$ cat src/rtl/vport_pkg.sv
// Package: default sizing shared by the allocator and its checker.
// Assumes: physical and virtual counts are powers of two.
package vport_pkg;
    localparam int DEF_PHYS      = 8;
    localparam int DEF_VIRT      = 16;
    localparam int DEF_MAX_REQ   = 4;
    localparam int DEF_REL_DELAY = 3;
endpackage

$ cat src/rtl/vport_tag_pool.sv
// Module: virtual tag pool. It holds one free bit per tag and offers the
// MAX_REQ lowest free tags each cycle. It removes the first alloc_n of them
// when alloc_en is high, and takes returned tags back from ret_mask.
// Assumes: ret_mask never names a tag that is currently free.
module vport_tag_pool #(
    parameter int NUM_VIRT = 16,
    parameter int MAX_REQ  = 4
) (
    input  logic                                  clk,
    input  logic                                  rst_n,
    input  logic                                  alloc_en,
    input  logic [$clog2(MAX_REQ+1)-1:0]          alloc_n,
    input  logic [NUM_VIRT-1:0]                   ret_mask,
    output logic [$clog2(NUM_VIRT+1)-1:0]         free_cnt,
    output logic [MAX_REQ*$clog2(NUM_VIRT)-1:0]   pick_tags,
    output logic [NUM_VIRT-1:0]                   alloc_mask
);
    localparam int TW = $clog2(NUM_VIRT);
    localparam int CW = $clog2(NUM_VIRT+1);

    logic [NUM_VIRT-1:0] free_q;
    logic [NUM_VIRT-1:0] scan;
    logic                hit;

    // Pick the MAX_REQ lowest free tags; mark the first alloc_n of them for removal
    always_comb begin
        scan       = free_q;
        alloc_mask = '0;
        pick_tags  = '0;
        hit        = 1'b0;
        for (int k = 0; k < MAX_REQ; k++) begin
            hit = 1'b0;
            for (int i = 0; i < NUM_VIRT; i++) begin
                if (!hit && scan[i]) begin
                    hit                   = 1'b1;
                    scan[i]               = 1'b0;
                    pick_tags[k*TW +: TW] = TW'(i);
                    if (k < int'(alloc_n)) begin
                        alloc_mask[i] = 1'b1;
                    end
                end
            end
        end
    end

    // Count of free tags offered to decode
    assign free_cnt = CW'($countones(free_q));

    // Free bit update: remove granted tags, add returned tags
    always_ff @(posedge clk) begin
        if (!rst_n) begin
            free_q <= '1;
        end else begin
            free_q <= (free_q & ~(alloc_en ? alloc_mask : {NUM_VIRT{1'b0}})) | ret_mask;
        end
    end
endmodule

$ cat src/rtl/vport_fifo.sv
// Module: age-ordered queue that takes up to MAX_PUSH entries per cycle
// (slot 0 oldest) and pops one. clear empties it in one cycle.
// Assumes: DEPTH is a power of two and the user never overfills it or
// pops it while empty.
module vport_fifo #(
    parameter int DEPTH    = 16,
    parameter int W        = 4,
    parameter int MAX_PUSH = 4
) (
    input  logic                                 clk,
    input  logic                                 rst_n,
    input  logic                                 clear,
    input  logic [$clog2(MAX_PUSH+1)-1:0]        push_n,
    input  logic [MAX_PUSH*W-1:0]                push_data,
    input  logic                                 pop,
    output logic [W-1:0]                         head,
    output logic                                 empty
);
    localparam int AW = $clog2(DEPTH);

    logic [W-1:0]  mem [DEPTH];
    logic [AW-1:0] wr_ptr;
    logic [AW-1:0] rd_ptr;
    logic [AW:0]   cnt;

    // Storage write: place each pushed slot behind the current tail
    always_ff @(posedge clk) begin
        for (int k = 0; k < MAX_PUSH; k++) begin
            if (k < int'(push_n)) begin
                mem[wr_ptr + AW'(k)] <= push_data[k*W +: W];
            end
        end
    end

    // Pointer and occupancy update
    always_ff @(posedge clk) begin
        if (!rst_n || clear) begin
            wr_ptr <= '0;
            rd_ptr <= '0;
            cnt    <= '0;
        end else begin
            wr_ptr <= wr_ptr + AW'(push_n);
            rd_ptr <= rd_ptr + AW'(pop);
            cnt    <= cnt + (AW+1)'(push_n) - (AW+1)'(pop);
        end
    end

    // Oldest entry and empty flag
    assign head  = mem[rd_ptr];
    assign empty = (cnt == '0);
endmodule

$ cat src/rtl/vport_rel_pipe.sv
// Module: fixed-latency release notification line. A release entering in
// cycle t leaves in cycle t+DEPTH.
// Assumes: DEPTH >= 1.
module vport_rel_pipe #(
    parameter int DEPTH = 3,
    parameter int W     = 3
) (
    input  logic         clk,
    input  logic         rst_n,
    input  logic         in_valid,
    input  logic [W-1:0] in_idx,
    output logic         out_valid,
    output logic [W-1:0] out_idx
);
    logic [DEPTH-1:0] v_q;
    logic [W-1:0]     d_q [DEPTH];

    // Valid bits shift one stage per cycle
    always_ff @(posedge clk) begin
        if (!rst_n) begin
            v_q <= '0;
        end else begin
            v_q[0] <= in_valid;
            for (int s = 1; s < DEPTH; s++) begin
                v_q[s] <= v_q[s-1];
            end
        end
    end

    // Entry index travels beside its valid bit
    always_ff @(posedge clk) begin
        d_q[0] <= in_idx;
        for (int s = 1; s < DEPTH; s++) begin
            d_q[s] <= d_q[s-1];
        end
    end

    assign out_valid = v_q[DEPTH-1];
    assign out_idx   = d_q[DEPTH-1];
endmodule

$ cat src/rtl/vport_phys_map.sv
// Module: physical entry table. It tracks one busy bit and the owning tag
// per entry, offers the lowest free entry for pairing, and reports the
// owner of an entry being released.
// Assumes: a release never names a free entry.
module vport_phys_map #(
    parameter int NUM_PHYS = 8,
    parameter int TW       = 4
) (
    input  logic                         clk,
    input  logic                         rst_n,
    input  logic                         bind_en,
    input  logic [TW-1:0]                bind_tag,
    input  logic                         rel_en,
    input  logic [$clog2(NUM_PHYS)-1:0]  rel_idx,
    output logic                         any_free,
    output logic [$clog2(NUM_PHYS)-1:0]  pick_idx,
    output logic [TW-1:0]                rel_owner,
    output logic [NUM_PHYS-1:0]          busy,
    output logic [NUM_PHYS*TW-1:0]       owner_flat
);
    localparam int PW = $clog2(NUM_PHYS);

    logic [NUM_PHYS-1:0] busy_q;
    logic [TW-1:0]       owner_q [NUM_PHYS];

    // Lowest-numbered free entry
    always_comb begin
        pick_idx = '0;
        any_free = 1'b0;
        for (int i = NUM_PHYS-1; i >= 0; i--) begin
            if (!busy_q[i]) begin
                pick_idx = PW'(i);
                any_free = 1'b1;
            end
        end
    end

    // Busy and owner update on pairing and on release
    always_ff @(posedge clk) begin
        if (!rst_n) begin
            busy_q <= '0;
            for (int i = 0; i < NUM_PHYS; i++) begin
                owner_q[i] <= '0;
            end
        end else begin
            if (bind_en) begin
                busy_q[pick_idx]  <= 1'b1;
                owner_q[pick_idx] <= bind_tag;
            end
            if (rel_en) begin
                busy_q[rel_idx] <= 1'b0;
            end
        end
    end

    assign rel_owner = owner_q[rel_idx];
    assign busy      = busy_q;

    // Flattened owner view
    for (genvar g = 0; g < NUM_PHYS; g++) begin : g_own
        assign owner_flat[g*TW +: TW] = owner_q[g];
    end
endmodule

$ cat src/rtl/vport_alloc.sv
// Module: top of the virtual load/store port allocator. Decode takes tags
// from an oversubscribed pool. A pairing stage binds the oldest waiting tag
// to a free physical entry, one per cycle. Paired operations queue for
// dispatch. Delayed releases return both the entry and its tag.
// Assumes: releases only name dispatched, unreleased entries.
module vport_alloc #(
    parameter int NUM_PHYS  = vport_pkg::DEF_PHYS,
    parameter int NUM_VIRT  = vport_pkg::DEF_VIRT,
    parameter int MAX_REQ   = vport_pkg::DEF_MAX_REQ,
    parameter int REL_DELAY = vport_pkg::DEF_REL_DELAY
) (
    input  logic                                  clk,
    input  logic                                  rst_n,
    input  logic                                  dec_req_valid,
    input  logic [$clog2(MAX_REQ+1)-1:0]          dec_req_cnt,
    output logic                                  dec_grant,
    output logic [MAX_REQ*$clog2(NUM_VIRT)-1:0]   dec_tags,
    input  logic                                  flush,
    output logic                                  disp_valid,
    input  logic                                  disp_ready,
    output logic [$clog2(NUM_VIRT)-1:0]           disp_vtag,
    output logic [$clog2(NUM_PHYS)-1:0]           disp_pidx,
    input  logic                                  rel_valid,
    input  logic [$clog2(NUM_PHYS)-1:0]           rel_pidx
);
    localparam int TW = $clog2(NUM_VIRT);
    localparam int PW = $clog2(NUM_PHYS);
    localparam int NW = $clog2(MAX_REQ+1);
    localparam int CW = $clog2(NUM_VIRT+1);

    logic [CW-1:0]           free_cnt;
    logic [NUM_VIRT-1:0]     alloc_mask;
    logic [NUM_VIRT-1:0]     ret_mask;
    logic [NUM_VIRT-1:0]     unbound_q;
    logic [NW-1:0]           bq_push_n;
    logic [TW-1:0]           bq_head;
    logic                    bq_empty;
    logic                    bind_fire;
    logic                    any_free;
    logic [PW-1:0]           pick_idx;
    logic [TW-1:0]           rel_owner;
    logic [NUM_PHYS-1:0]     phys_busy;
    logic [NUM_PHYS*TW-1:0]  phys_owner_flat;
    logic                    rp_valid;
    logic [PW-1:0]           rp_idx;
    logic                    iq_empty;
    logic [TW+PW-1:0]        iq_head;

    // All-or-nothing grant against the free tag count
    assign dec_grant = dec_req_valid && !flush && (dec_req_cnt != '0)
                       && (int'(dec_req_cnt) <= MAX_REQ)
                       && (int'(dec_req_cnt) <= int'(free_cnt));

    // Tags go back on flush (unpaired ones) or at the end of the release line
    assign ret_mask = (flush ? unbound_q : {NUM_VIRT{1'b0}})
                    | (rp_valid ? (NUM_VIRT'(1) << rel_owner) : {NUM_VIRT{1'b0}});

    vport_tag_pool #(.NUM_VIRT(NUM_VIRT), .MAX_REQ(MAX_REQ)) u_pool (
        .clk        (clk),
        .rst_n      (rst_n),
        .alloc_en   (dec_grant),
        .alloc_n    (dec_req_cnt),
        .ret_mask   (ret_mask),
        .free_cnt   (free_cnt),
        .pick_tags  (dec_tags),
        .alloc_mask (alloc_mask)
    );

    // Granted tags enter the pairing queue in ascending, oldest-first order
    assign bq_push_n = dec_grant ? dec_req_cnt : '0;
    assign bind_fire = !bq_empty && any_free && !flush;

    vport_fifo #(.DEPTH(NUM_VIRT), .W(TW), .MAX_PUSH(MAX_REQ)) u_bindq (
        .clk       (clk),
        .rst_n     (rst_n),
        .clear     (flush),
        .push_n    (bq_push_n),
        .push_data (dec_tags),
        .pop       (bind_fire),
        .head      (bq_head),
        .empty     (bq_empty)
    );

    // Track which tags are granted but not yet paired
    always_ff @(posedge clk) begin
        if (!rst_n || flush) begin
            unbound_q <= '0;
        end else begin
            unbound_q <= (unbound_q | (dec_grant ? alloc_mask : {NUM_VIRT{1'b0}}))
                       & ~(bind_fire ? (NUM_VIRT'(1) << bq_head) : {NUM_VIRT{1'b0}});
        end
    end

    vport_rel_pipe #(.DEPTH(REL_DELAY), .W(PW)) u_relpipe (
        .clk       (clk),
        .rst_n     (rst_n),
        .in_valid  (rel_valid),
        .in_idx    (rel_pidx),
        .out_valid (rp_valid),
        .out_idx   (rp_idx)
    );

    vport_phys_map #(.NUM_PHYS(NUM_PHYS), .TW(TW)) u_pmap (
        .clk        (clk),
        .rst_n      (rst_n),
        .bind_en    (bind_fire),
        .bind_tag   (bq_head),
        .rel_en     (rp_valid),
        .rel_idx    (rp_idx),
        .any_free   (any_free),
        .pick_idx   (pick_idx),
        .rel_owner  (rel_owner),
        .busy       (phys_busy),
        .owner_flat (phys_owner_flat)
    );

    // Paired operations wait here for the memory pipeline
    vport_fifo #(.DEPTH(NUM_PHYS), .W(TW+PW), .MAX_PUSH(1)) u_issueq (
        .clk       (clk),
        .rst_n     (rst_n),
        .clear     (1'b0),
        .push_n    (bind_fire),
        .push_data ({bq_head, pick_idx}),
        .pop       (disp_valid && disp_ready),
        .head      (iq_head),
        .empty     (iq_empty)
    );

    assign disp_valid = !iq_empty;
    assign disp_vtag  = iq_head[TW+PW-1:PW];
    assign disp_pidx  = iq_head[PW-1:0];
endmodule

$ cat config.mk
export PLATFORM = sky130hd
export DESIGN_NAME = vport_alloc
export DESIGN_NICKNAME = d
export VERILOG_FILES = /design/src/rtl/vport_pkg.sv /design/src/rtl/vport_tag_pool.sv /design/src/rtl/vport_fifo.sv /design/src/rtl/vport_rel_pipe.sv /design/src/rtl/vport_phys_map.sv /design/src/rtl/vport_alloc.sv
export SDC_FILE = /design/constraint.sdc
export NUM_CORES = 1
export LEC_CHECK = 0
export CAP_MARGIN = 10
export CORE_MARGIN = 2
export CORE_UTILIZATION = 32
export CTS_BUF_LIST = sky130_fd_sc_hd__clkbuf_4
export DETAILED_ROUTE_END_ITERATION = 7
export DONT_BUFFER_PORTS = 1
export MAX_ROUTING_LAYER = met4
export PLACE_DENSITY_LB_ADDON = 0.08
export SYNTH_ARGS = -nofsm -noshare
export SYNTH_HDL_FRONTEND = slang
export SYNTH_SLANG_ARGS = --single-unit
$ cat constraint.sdc
create_clock -name clk -period 9.9 [get_ports clk]
set_clock_uncertainty 0.2 [all_clocks]
set_input_delay 0.99 -clock clk [delete_from_list [all_inputs] [get_ports clk]]
set_output_delay 0.99 -clock clk [all_outputs]
set_load 0.005 [all_outputs]
== Yosys cells after proc, flatten, opt, wreduce, memory -nomap -nowiden ==
Memory sizes are Yosys's and may differ from the RTL's. A register that Yosys moved wholly into a read port is not among the register bits.
Cells that the tools add are included.

* Order comparisons: 15
* Bitwise gates (word level): 10
* Reduce and logical (&&, ||, !) cells: 126
* Shift-type cells: 2
* Add/subtract/negate cells: 26
* Multiplexer cells: 301

{| class="wikitable"
|+ Operators by type and width
! operator !! number
|-
| 2-to-1 mux 1 bit || 224
|-
| 2-to-1 mux 4 bit || 34
|-
| 2-to-1 mux 3 bit || 27
|-
| 2-to-1 mux 16 bit || 4
|-
| logical AND 1 bit || 63
|-
| zero test 1 bit || 58
|-
| bitwise OR 16 bit || 3
|-
| adder 5 bit || 7
|-
| AND 16 bit || 2
|-
| inverter 16 bit || 2
|-
| left shift 1 x 4 -> 16 bit, first input constant || 2
|-
| 2-to-1 mux 8 bit || 3
|-
| adder 1 x 1 -> 2 bit || 8
|-
| 2-to-1 mux 2 bit || 7
|-
| less-than comparator 1 x 3 -> 1 bit, first input constant || 4
|-
| less-than comparator 2 x 3 -> 1 bit, first input constant || 4
|-
| adder 4 x 1 -> 4 bit || 2
|-
| adder 4 x 2 -> 4 bit, second input constant || 2
|-
| AND 8 bit || 1
|-
| less-than comparator 3 x 4 -> 1 bit, second input constant || 2
|-
| inverter 8 bit || 1
|-
| bitwise OR 8 bit || 1
|-
| adder 3 x 1 -> 3 bit || 2
|-
| demux 1 bit (select 3 bit) || 2
|-
| other kinds (14) || 15
|}

* Memories kept: 4
* Output and inout bits: 25
* Memory bits (writable): 161
* Bits of input ports: 12
* Register bits after elaboration: 66

{| class="wikitable"
|+ Memories
! name !! depth !! bits a word !! rd ports !! clocked after Yosys merged registers in !! wr ports !! line !! source
|-
| u_bindq.mem || 16 || 4 || 1 || 1 || 4 || vport_fifo.sv:21 || <nowiki>logic [W-1:0] mem [DEPTH];</nowiki>
|-
| u_issueq.mem || 8 || 7 || 1 || 1 || 1 || vport_fifo.sv:21 ||
|-
| u_pmap.owner_q || 8 || 4 || 1 || 0 || 8 || vport_phys_map.sv:24 || <nowiki>logic [TW-1:0] owner_q [NUM_PHYS];</nowiki>
|-
| u_relpipe.d_q || 3 || 3 || 3 || 0 || 3 || vport_rel_pipe.sv:16 || <nowiki>logic [W-1:0] d_q [DEPTH];</nowiki>
|}

== Depth between registers and ports, before layout ==
Gate-level depths: netlist of the first run.

* Depth after elaboration: 56
* Mapped depth: 27
* Mapped depth without buffers: 25

== By module ==
From an unflattened synthesis of the first run, not the netlist that was laid out.

* Cell total of the unflattened synthesis: 1662
* Area total of the unflattened synthesis: 16062.9 um2

{| class="wikitable"
|+ Modules (own cells, without submodules)
! module !! cells each !! instances !! area an instance (um2)
|-
| vport_fifo at u_bindq || 655 || 1 || 6142.1
|-
| vport_tag_pool || 539 || 1 || 3721.1
|-
| vport_fifo at u_issueq || 141 || 1 || 2710.1
|-
| vport_phys_map || 162 || 1 || 2074.5
|-
| vport_alloc || 147 || 1 || 1133.6
|-
| vport_rel_pipe || 18 || 1 || 281.5
|}

== Worst setup path before layout of the first run ==
Ideal clock, no wire load.

* Path kind: flip-flop to flip-flop
* Start point: reg u_pool.free_q[8]
* End point: reg u_bindq.cnt[4]
* Clock period less this slack: 6.405 ns
* Cell stages (with the launch flop): 26
* Required time: 9.572 ns
* Arrival: 6.077 ns
* Slack: 3.495 ns
* Setup time: 0.128 ns
* Path through: dfxtp_1 -> ha_1 -> inv_1 -> fa_1 -> fa_1 -> fa_1 -> fa_1 -> inv_1 -> ha_1 -> fa_1 -> inv_1 -> ha_1 -> o21ai_0 -> nand2b_1 -> a31o_2 -> inv_2 -> clkbuf_1 -> buf_1 -> nand2_1 -> ha_1 -> fa_1 -> inv_1 -> a21o_1 -> a21oi_1 -> xnor2_1 -> nor2_1

* Cells in the longest elaborated chain, start to end: 9

{| class="wikitable"
|+ RTL lines
! item !! line !! source
|-
| start: declaration || vport_tag_pool.sv:21 || <nowiki>logic [NUM_VIRT-1:0] free_q;</nowiki>
|-
| start signal: assignment || vport_tag_pool.sv:54 || <nowiki>free_q <= (free_q & ~(alloc_en ? alloc_mask : {NUM_VIRT{1'b0}})) | ret_mask;</nowiki>
|-
| adder 1 x 1 -> 2 bit (not written as such) || vport_tag_pool.sv:47 || <nowiki>assign free_cnt = CW'($countones(free_q));</nowiki>
|-
| adder 5 bit (not written as such) (3 in series) || vport_tag_pool.sv:47 ||
|-
| <= comparator 3 x 5 -> 1 bit || vport_alloc.sv:52 || <nowiki>&& (int'(dec_req_cnt) <= int'(free_cnt));</nowiki>
|-
| logical AND 1 bit || vport_alloc.sv:52 ||
|-
| net dec_grant || vport_alloc.sv:16 || <nowiki>output logic dec_grant,</nowiki>
|-
| 2-to-1 mux 3 bit || vport_alloc.sv:70 || <nowiki>assign bq_push_n = dec_grant ? dec_req_cnt : '0;</nowiki>
|-
| adder 5 x 3 -> 5 bit || vport_fifo.sv:44 || <nowiki>cnt <= cnt + (AW+1)'(push_n) - (AW+1)'(pop);</nowiki>
|-
| subtractor 5 x 1 -> 5 bit || vport_fifo.sv:44 ||
|-
| end signal: assignment || vport_fifo.sv:44 ||
|-
| end: declaration || vport_fifo.sv:24 || <nowiki>logic [AW:0] cnt;</nowiki>
|}

The timed path passes the listed nets, and every way through them passes these cells.
A chain may end at the register's enable or synchronous reset.

==> results_dict.tcl, run 1 <==
set metrics [dict create \
    drive_gt1_frac 0.143 \
    ys.flop_type "edfxtp_1" \
    avgSynthCellArea_sq_um 9.32 \
    syn_inst 1614 \
    yosys_warnings 0 \
    grt_pass1_wl_um 83900 \
    ys_ff_latch 227 \
    hold_path_startpoint "rel_pidx[0]" \
    synth.yosys.seq_area_share 0.403 \
    combPwrFrac 0.230 \
    p_switching_mw 0.857 \
    intPower_mw 1.84 \
    p_sw_frac 0.318 \
    post-route-drc-count 0 \
    wire_per_inst_um 24.0 \
    path_max_fanout 23 \
    dp.cells 2142 \
    hold_violations 0 \
    gp_congestion 0.932 \
    cts-root-to-sink-buffers 3 \
    antenna_found_initial 2 \
    cts.sinks 227 \
    synth-edff-count 152 \
    powerDensity_mw_per_mm2 163 \
    cp_slowest_cell "dfxtp_1" \
    synth.lib_cells_used.distinct 92 \
    cp-end-kind "flip-flop" \
    fin_cells 2264 \
    cts_resized 0 \
    cpPeakStageDelay_ps 790 \
    numCtsBuffers 67 \
    drtAntennaViolNets 0 \
    vias 13400 \
    cts_tree "done" \
    synth_area_sq_mm 0.0150 \
    rsz0062_at_grt "false" \
    fmax_mhz 131 \
    cts_setup_buffers 0 \
    path_cells "ha_1 > inv_1 > fa_1 > fa_1 > fa_1 > fa_1 > inv_1 > ha_1 > fa_1 > inv_1 > ha_1 > o21ai_0 > nand2b_1 > a31o_2 > inv_2 > nand3_1 > nor2b_1 > mux2_2 > a211oi_1 > a21oi_1" \
    min-delay-path-class "primary input to flip-flop" \
    power.leakage_nw 6.01 \
    grt_max_degree 56 \
    drt_iter0_markers 1378 \
    synthToLayoutAreaGrowth_pct 9.55 \
    p_clk_frac 0.351 \
    cpMostUsedCell "fa_1" \
    h-tree-depth 3 \
    drv_cap 0 \
    syn_nets 1682 \
    cts.clk_slew.worst_paths_ps 60 \
    port_buffers 0 \
    die_height_um 221 \
    critPathRequiredTime_ps 10170 \
    postCtsHoldBufs 0 \
    path_buf_inv 4 \
    finalSetupViolCount 0 \
    io_pins 37 \
    worst_ep_arrival_time_ps 7920 \
    reg2reg_from "u_pool.free_q[5]" \
    cp-startpoint "u_pool.free_q[5]" \
    start_kind "flip-flop" \
    vdd.ir_drop.worst_mv 0.110 \
    place_hpwl_um 38300 \
    coreArea_sq_mm 0.0465 \
    timing.final.crit_share 0.773 \
    clk_latency_ps 790 \
    grt-ovfl-total 0 \
    pwr-share-seq 0.418 \
    final_common_cell "nor2_1" \
    wl_um 54300 \
    dr.pass1.iters 7 \
    die-area_sq_mm 0.0488 \
    setup_tns_ps 0 \
    num_rows 79 \
    final_cell_mix "nor2_1, nand2_1, edfxtp_1" \
    status "complete, no violations" \
    tightest_slew_ps 1190 \
    globalRouteTotalUtil 0.228 \
    grt_pass1_vias 13200 \
    start_util 0.324 \
    relSlewSlack 0.205 \
    via_per_inst 5.90 \
    async_flop_share 0 \
    critPathTopFamily "adder cells" \
    root_buffer "clkbuf_4" \
    chipWidth_um 221 \
    path_class "flip-flop to flip-flop" \
    min_period_ps 7650 \
    nets 1672 \
    drv_slew 0 \
]
## state kept, by name (all words and copies together) (netlist names)
register,flops
u_bindq.cnt,5
u_pmap.busy,8
u_bindq.rd_ptr,4
u_relpipe.d_q,9
unbound_q,16
u_bindq.mem,64
u_pmap.owner_q,32
u_issueq.rd_ptr,3
u_bindq.wr_ptr,4
u_issueq.cnt,4
u_relpipe.v_q,3
u_issueq.mem,56
u_pool.free_q,16
u_issueq.wr_ptr,3
## final timing paths
path / endpoint / cells past startpoint / slack [ps]
worst max-delay path: u_bindq.mem[5][1] / 20 / 2250
worst min-delay path: u_relpipe.d_q[0][0] / 0 / 80
worst max register to register: u_bindq.mem[5][1] / 20 / 2250
worst min register to register: u_relpipe.d_q[0][8] / 0 / 110
## cells in the mapped netlist, types with 6 or more instances
| cell type | count | share of area |
|---|---|---|
| mux4_2 | 38 | 0.057 |
| buf_1 | 10 | 0.0025 |
| nor3_1 | 44 | 0.015 |
| a21boi_0 | 9 | 0.0045 |
| nand4_1 | 8 | 0.0033 |
| fa_1 | 14 | 0.019 |
| or3_1 | 11 | 0.0046 |
| xor2_1 | 13 | 0.0076 |
| o211ai_1 | 19 | 0.0095 |
| a222oi_1 | 8 | 0.0053 |
| nand3b_1 | 6 | 0.0030 |
| a31oi_1 | 19 | 0.0079 |
| a221o_1 | 6 | 0.0040 |
| and3_1 | 7 | 0.0029 |
| nor4_1 | 7 | 0.0029 |
| nand2_1 | 157 | 0.039 |
| o221ai_1 | 16 | 0.0093 |
| a211o_1 | 6 | 0.0035 |
| nand3_1 | 37 | 0.012 |
| a211oi_1 | 19 | 0.0095 |
| o221a_2 | 10 | 0.0075 |
| mux2_2 | 16 | 0.012 |
| xnor2_1 | 12 | 0.0070 |
| o21ai_0 | 90 | 0.030 |
| ha_1 | 42 | 0.035 |
| buf_2 | 17 | 0.0057 |
| nor2_1 | 191 | 0.048 |
| and2_1 | 26 | 0.011 |
| nand2b_1 | 21 | 0.0087 |
| a221oi_1 | 19 | 0.011 |
| a2111oi_0 | 12 | 0.0070 |
| dfxtp_1 | 75 | 0.10 |
| a21o_1 | 12 | 0.0060 |
| mux2i_1 | 25 | 0.017 |
| o31ai_1 | 8 | 0.0040 |
| a21oi_1 | 120 | 0.040 |
| nor2b_1 | 14 | 0.0058 |
| o22ai_1 | 14 | 0.0058 |
| or2_2 | 7 | 0.0029 |
| a22oi_1 | 14 | 0.0070 |
| edfxtp_1 | 152 | 0.30 |
| clkbuf_1 | 80 | 0.020 |
| inv_1 | 84 | 0.021 |
## metrics by stage
stage,utilization,cell area [sq um],total power [mW],hold slack (ps),setup WS [ps]
floorplan,-,15000,1.57,110,3500
CTS,0.355,16500,2.74,3.79,2320
finish,0.355,16500,2.69,77.5,2250
global placement,0.336,15600,1.77,116,2480
global route,0.355,16500,2.85,-1.67,1940
detailed placement,0.336,15600,1.77,115,2350
## cell families (layout without fill, tap and decap cells)
| group | after synthesis | in the layout | synth area share |
|---|---|---|---|
| compound gates | 465 | 465 | 0.214 |
| xor+xnor | 26 | 26 | 0.0156 |
| fa+ha+maj | 60 | 60 | 0.0563 |
| buf+inv | 200 | 240 | 0.0538 |
| flops | 227 | 227 | 0.403 |
| mux | 79 | 79 | 0.0855 |
| other cells | 0 | 3 | 0 |
| simple gates | 557 | 557 | 0.172 |
## worst reg2reg max path, stage by stage, from the launching register on
cell and delay [ps]:
dfxtp_1 790, ha_1 280, inv_1 50, fa_1 530, fa_1 440, fa_1 520
fa_1 540, inv_1 40, ha_1 210, fa_1 480, inv_1 40, ha_1 290
o21ai_0 80, nand2b_1 70, a31o_2 430, inv_2 500, nand3_1 590, nor2b_1 530
mux2_2 390, a211oi_1 280, a21oi_1 70
## power by group through the flow
stage / clock [mW] / combinational (mW) / sequential [mW]
after detailed placement: 0 / 0.623 / 1.15
after floorplan: 0 / 0.461 / 1.11
final: 0.946 / 0.620 / 1.13
after CTS: 0.982 / 0.627 / 1.13
after global routing: 1.03 / 0.686 / 1.13
after global placement: 0 / 0.623 / 1.15
## routing by layer
| metal | GRT usage | wire length, um |
|---|---|---|
| met2 | 0.345 | 24700 |
| met5 | - | 0 |
| met1 | 0.302 | 23500 |
| met4 | 0.0738 | 1540 |
| met3 | 0.0532 | 4550 |
## cell type report
type,count,area (sq um)
multi-input cells,1187,8190
well taps,607,759
diodes,3,7.51
inverters,87,327
repair buffers,34,255
clock inverters,21,146
clock buffers,98,736
flip-flops and latches,227,6070
fillers,4838,30000
Power figures use the tool's default switching activity.
==> run 2: changes to the inputs <==
--- a/config.mk
+++ b/config.mk
@@ -5,6 +5,7 @@
 export SDC_FILE = /design/constraint.sdc
 export NUM_CORES = 1
 export LEC_CHECK = 0
+export ABC_AREA = 1
 export CAP_MARGIN = 10
 export CORE_MARGIN = 2
 export CORE_UTILIZATION = 32
==> constraint.sdc (replaced) <==
create_clock -name clk -period 6.45 [get_ports clk]
set_clock_uncertainty 0.2 [all_clocks]
set_input_delay 0.645 -clock clk [delete_from_list [all_inputs] [get_ports clk]]
set_output_delay 0.645 -clock clk [all_outputs]
set_load 0.005 [all_outputs]
==> run 2 against run 1 <==
Against the previous run: utilization up 1.4 points; combinational power increased by 74%; wire length shrank 8.2%; synthesized cell count grew 22%; sequential power is 51% higher; sequential share of layout area is 0.64 points lower; final cell count is 20% higher; register-to-register slack got worse by 1900 ps; first-iteration DRC count decreased by 16%; worst setup slack got worse by 2000 ps; largest cell class unchanged; highest routed layer unchanged.
==> results_dict.tcl, run 2 <==
set metrics [dict create \
    status "complete, no violations" \
    drtAntennaViolNets 0 \
    fin_cells 2718 \
    grt_pass1_vias 13300 \
    p_switching_mw 1.46 \
    cp_slowest_cell "fa_1" \
    cpPeakStageDelay_ps 560 \
    setup_tns_ps 0 \
    numCtsBuffers 68 \
    hold_depth 2 \
    powerDensity_mw_per_mm2 253 \
    p_sw_frac 0.345 \
    timing.hold.ws_ps 61.4 \
    synth.yosys.seq_area_share 0.411 \
    synth-edff-count 152 \
    die-area_sq_mm 0.0478 \
    wl_um 49800 \
    fmax_mhz 161 \
    pre_cts_ws_ps 33.9 \
    chipWidth_um 219 \
    pwr-share-seq 0.404 \
    root_buffer "clkbuf_4" \
    largest-register "u_bindq.mem" \
    vdd.ir_drop.worst_mv 0.231 \
    dr.pass1.iters 7 \
    p_clk_frac 0.341 \
    cpMostUsedCell "fa_1" \
    path_max_fanout 6 \
    gp_congestion 0.929 \
    synthToLayoutAreaGrowth_pct 13.8 \
    ys_ff_latch 227 \
    timing.final.crit_share 0.961 \
    reg2reg_depth 26 \
    n_fill_cell 4923 \
    synth.lib_cells_used.distinct 57 \
    synth_top_cell_area_share 0.310 \
    min_to "u_pool.free_q[2]" \
    setup_ws_ps 249 \
    async_flop_share 0 \
    h-tree-depth 3 \
    num_rows 78 \
    total_power_mw 4.24 \
    avgSynthCellArea_sq_um 7.48 \
    drv_slew 0 \
    rr_endpoint "u_bindq.cnt[4]" \
    synth_area_sq_mm 0.0147 \
    fin_area_sq_mm 0.0168 \
    dpl-instance-area_sq_mm 0.0157 \
    syn_nets 2040 \
    intPower_mw 2.78 \
    io_pins 37 \
    grt_pass1_wl_um 77000 \
    grt-ovfl-total 0 \
    cts.clk_slew.worst_paths_ps 60 \
    port_buffers 0 \
    via_per_inst 4.96 \
    dp.cells 2580 \
    worst_ep_arrival_time_ps 5360 \
    ys.flop_type "edfxtp_1" \
    finalSetupViolCount 0 \
    final_cell_mix "nand2_1, nor2_1, inv_1" \
    drv_cap 0 \
    reg_top3 "u_bindq.mem: 64 flops, u_issueq.mem: 56 flops, u_pmap.owner_q: 32 flops" \
    utilization 0.369 \
    synth_area_leader_cell "edfxtp_1" \
    clk_latency_ps 780 \
    drive_gt1_frac 0.128 \
    cts_tree "done" \
    syn_inst 1972 \
    final_common_cell "nand2_1" \
    wire_per_inst_um 18.3 \
    min-delay-path-class "primary input to flip-flop" \
    cts-root-to-sink-buffers 3 \
    cp-end-kind "output port" \
    path_class "flip-flop to output port" \
    largest_reg_flops 64 \
    combPwrFrac 0.254 \
    start_kind "flip-flop" \
    globalRouteTotalUtil 0.218 \
    critPathRequiredTime_ps 5600 \
    post-route-drc-count 0 \
    min_period_ps 6200 \
    antenna_found_initial 2 \
    hold_violations 0 \
    power.leakage_nw 7.04 \
    r2r_slack_ps 380 \
    synth.top_cells.by_count "nand2_1, nor2_1, inv_1" \
    nets 2130 \
    hold_path_startpoint "flush" \
    synth_most_common_cell "nand2_1" \
    start_util 0.324 \
    synth.top_cells.by_area "edfxtp_1, dfxtp_1, nand2_1" \
    place_hpwl_um 36000 \
    grt_max_degree 33 \
    reg2reg_from "u_pool.free_q[14]" \
    tightest_slew_ps 1110 \
    drt_iter0_markers 1151 \
    relSlewSlack 0.260 \
    cts.sinks 227 \
    yosys_warnings 0 \
    die_height_um 219 \
    vias 13500 \
    coreArea_sq_mm 0.0455 \
    path_cells "ha_1 > inv_1 > fa_1 > inv_1 > fa_1 > inv_2 > fa_1 > fa_1 > inv_1 > ha_1 > fa_1 > inv_1 > ha_4 > a311oi_2 > nand3_1 > nand2_2 > buf_6 > clkinvlp_4" \
]
-- run 2: routing by layer --
| layer | share of wire | vias to the layer above | wire length, um | track usage |
|---|---|---|---|---|
| met2 | 0.46 | 387 | 23100 | 0.347 |
| met4 | 0.023 | 0 | 1140 | 0.0662 |
| met1 | 0.46 | 6199 | 23100 | 0.283 |
| li1 | - | 6792 | - | - |
| met5 | 0 | - | 0 | - |
| met3 | 0.051 | 103 | 2550 | 0.0377 |
-- run 2: critical path, delay by kind of cell (launching register included) --
| family | cells | cell delay, ps |
|---|---|---|
| compound gates | 1 | 230 |
| fa+ha+maj | 8 | 3140 |
| buf+inv | 7 | 600 |
| flops | 1 | 320 |
| simple gates | 2 | 320 |
-- run 2: worst max-delay path by stage --
stage | slack (ps) | end | from | cells after the start
detailed placement | 30 | u_bindq.mem[7][2] | u_pool.free_q[14] | 23
global route | -5 | dec_grant | u_pool.free_q[8] | 19
global placement | 120 | u_bindq.mem[7][2] | u_pool.free_q[14] | 23
CTS | 10 | dec_grant | u_pool.free_q[14] | 16
finish | 250 | dec_grant | u_pool.free_q[14] | 18
floorplan | 300 | u_bindq.cnt[4] | u_pool.free_q[14] | 26
-- run 2: repair_timing --
action                     CTS  global route
setup buffers                0             3
hold buffers                 8             0
setup endpoints to repair    1           112
gates cloned                 1             0
pin swaps                    0             3
hold endpoints to repair    93             0
gates resized for setup      3            10
-- run 2: layout make-up --
type | instances | area, sq um | share of cell area
Timing Repair Buffer | 76 | 604 | 0.0360
Multi-Input combinational cell | 1403 | 7370 | 0.439
Tap cell | 600 | 751 | 0.0447
Clock buffer | 105 | 788 | 0.0470
Sequential cell | 227 | 6070 | 0.362
Clock inverter | 16 | 100 | 0.00597
Antenna cell | 5 | 12.5 | 0.000746
Inverter | 285 | 1080 | 0.0643
Timing Repair inverter | 1 | 5.00 | 0.000298
-- run 2: cell families after synthesis --
group | Yosys count | synth area share
mux | 16 | 0.0109
xor+xnor | 5 | 0.00297
compound gates | 442 | 0.170
buf+inv | 342 | 0.0910
simple gates | 884 | 0.259
fa+ha+maj | 56 | 0.0546
flops | 227 | 0.411
-- run 2: power groups by stage --
| stage | clock network, mW | logic, mW | registers (mW) |
|---|---|---|---|
| final | 1.45 | 1.08 | 1.71 |
| after global routing | 1.58 | 1.22 | 1.72 |
| after CTS | 1.50 | 1.08 | 1.72 |
| after detailed placement | 0 | 1.05 | 1.75 |
| after global placement | 0 | 1.04 | 1.75 |
| after floorplan | 0 | 0.751 | 1.72 |
==> run 3: changes to the inputs <==
--- a/config.mk
+++ b/config.mk
@@ -5,7 +5,6 @@
 export SDC_FILE = /design/constraint.sdc
 export NUM_CORES = 1
 export LEC_CHECK = 0
-export ABC_AREA = 1
 export CAP_MARGIN = 10
 export CORE_MARGIN = 2
 export CORE_UTILIZATION = 32
@@ -14,6 +13,7 @@
 export DONT_BUFFER_PORTS = 1
 export MAX_ROUTING_LAYER = met4
 export PLACE_DENSITY_LB_ADDON = 0.08
+export SKIP_LAST_GASP = 1
 export SYNTH_ARGS = -nofsm -noshare
 export SYNTH_HDL_FRONTEND = slang
 export SYNTH_SLANG_ARGS = --single-unit
==> run 3 against run 2 <==
Against the previous run: combinational power is 8% lower; hold slack improved by 24 ps; critical path depth down 2; worst setup slack lost 6.8 ps; clock power is 14% lower.
==> results_dict.tcl, run 3 (synthesized netlist as in run 1, its figures left out) <==
set metrics [dict create \
    grt-ovfl-total 0 \
    wl_um 55200 \
    vdd.ir_drop.worst_mv 0.193 \
    combPwrFrac 0.251 \
    place_hpwl_um 40100 \
    pwr-share-seq 0.436 \
    p_clk_frac 0.314 \
    io_pins 37 \
    final_cell_mix "nor2_1, nand2_1, edfxtp_1" \
    path_buf_inv 5 \
    chipWidth_um 221 \
    r2r_slack_ps 240 \
    via_per_inst 5.80 \
    die-area_sq_mm 0.0488 \
    utilization 0.363 \
    cp-end-kind "output port" \
    drv_slew 0 \
    largest_reg_flops 64 \
    power.leakage_nw 6.21 \
    drt_iter0_markers 1064 \
    pre_cts_ws_ps 109 \
    critPathTopFamily "adder cells" \
    die_height_um 221 \
    worst_ep_arrival_time_ps 5360 \
    path_max_fanout 10 \
    largest-register "u_bindq.mem" \
    post-route-drc-count 0 \
    intPower_mw 2.67 \
    cp-endpoint "dec_grant" \
    min_period_ps 6210 \
    globalRouteTotalUtil 0.229 \
    fin_cells 2308 \
    timing.final.crit_share 0.962 \
    gp_congestion 0.950 \
    numCtsBuffers 60 \
    reg_top3 "u_bindq.mem: 64 flops, u_issueq.mem: 56 flops, u_pmap.owner_q: 32 flops" \
    timing.hold.ws_ps 85.1 \
    min-delay-path-class "primary input to flip-flop" \
    drtAntennaViolNets 0 \
    cp_slowest_cell "fa_1" \
    synthToLayoutAreaGrowth_pct 12.0 \
    setup_tns_ps 0 \
    fmax_mhz 161 \
    start_util 0.324 \
    dr.pass1.iters 5 \
    grt_pass1_wl_um 83600 \
    crit_cells 16 \
    drv_cap 0 \
    port_buffers 0 \
    nets 1721 \
    path_class "flip-flop to output port" \
    cpMostUsedCell "fa_1" \
    num_rows 79 \
    rsz0062_at_grt "true" \
    root_buffer "clkbuf_4" \
    cp-startpoint "u_pool.free_q[14]" \
    hold_violations 0 \
    clk_latency_ps 840 \
    antenna_found_initial 2 \
    vias 13400 \
    final_common_cell "nor2_1" \
    powerDensity_mw_per_mm2 236 \
    setup_ws_ps 242 \
    start_kind "flip-flop" \
    cpPeakStageDelay_ps 560 \
    p_sw_frac 0.328 \
    rr_endpoint "u_bindq.mem[4][3]" \
    finalSetupViolCount 0 \
    critPathRequiredTime_ps 5600 \
    grt_max_degree 49 \
    n_fill_cell 4798 \
    status "complete, no violations" \
    relSlewSlack 0.263 \
    cts.clk_slew.worst_paths_ps 70 \
    cts.sinks 227 \
    wire_per_inst_um 23.9 \
    dp.cells 2186 \
    cts-root-to-sink-buffers 3 \
    reg2reg_depth 22 \
    grt_pass1_vias 13300 \
    path_cells "ha_1 > fa_1 > inv_1 > fa_1 > fa_1 > fa_1 > inv_1 > ha_1 > fa_1 > inv_1 > ha_1 > o21ai_0 > nand2b_1 > a31o_2 > inv_2 > buf_4" \
    cts_tree "done" \
    drive_gt1_frac 0.166 \
    p_switching_mw 1.30 \
    coreArea_sq_mm 0.0465 \
    tightest_slew_ps 1100 \
    h-tree-depth 2 \
    reg2reg_from "u_pool.free_q[14]" \
]
## run 3: how the worst min path moves through the flow
stage / startpoint / to / slack (ps) / depth (start not counted)
final: rst_n / u_pmap.owner_q[2][2] / 90 / 2
after global routing: rst_n / u_pmap.owner_q[2][0] / 40 / 2
after CTS: rst_n / u_pmap.owner_q[2][2] / 5 / 2
after detailed placement: u_relpipe.d_q[0][1] / u_relpipe.d_q[0][4] / 120 / 0
after global placement: u_relpipe.d_q[0][3] / u_relpipe.d_q[0][6] / 110 / 0
after floorplan: u_relpipe.d_q[0][0] / u_relpipe.d_q[0][3] / 110 / 0
## run 3: power groups by stage
stage                     clock [mW]  combinational, mW  sequential [mW]
final                           1.24              0.996             1.73
after CTS                       1.29              0.998             1.73
after detailed placement           0              0.972             1.76
after global placement             0              0.977             1.76
after global routing            1.37               1.10             1.74
after floorplan                    0              0.708             1.71
## run 3: routing by layer
| layer | vias to the layer above | wire, um | track usage |
|---|---|---|---|
| met5 | - | 0 | - |
| met4 | 0 | 1990 | 0.0957 |
| met3 | 138 | 3530 | 0.0458 |
| met2 | 530 | 24900 | 0.348 |
| met1 | 6547 | 24700 | 0.299 |
| li1 | 6179 | - | - |
## run 3: area by class of cell
class | instances | area, sq um | share of cell area
diodes | 2 | 5.00 | 0.000297
clock buffers | 85 | 638 | 0.0379
clock inverters | 23 | 93.8 | 0.00557
inverters | 87 | 327 | 0.0194
multi-input cells | 1187 | 8240 | 0.489
flip-flops and latches | 227 | 6070 | 0.360
well taps | 607 | 759 | 0.0451
repair buffers | 90 | 716 | 0.0425
## run 3: what timing repair did
item                       CTS  global route
buffers inserted             0             0
hold endpoints to repair    82             0
gates resized for setup      0            19
hold buffers                12             0
setup endpoints to repair    0            38
## run 3: metrics by stage
step,power [mW],area (sq um)
after floorplan,2.42,15000
after global placement,2.74,15900
after detailed placement,2.74,15900
after CTS,4.02,16800
after global routing,4.22,16800
final,3.97,16800
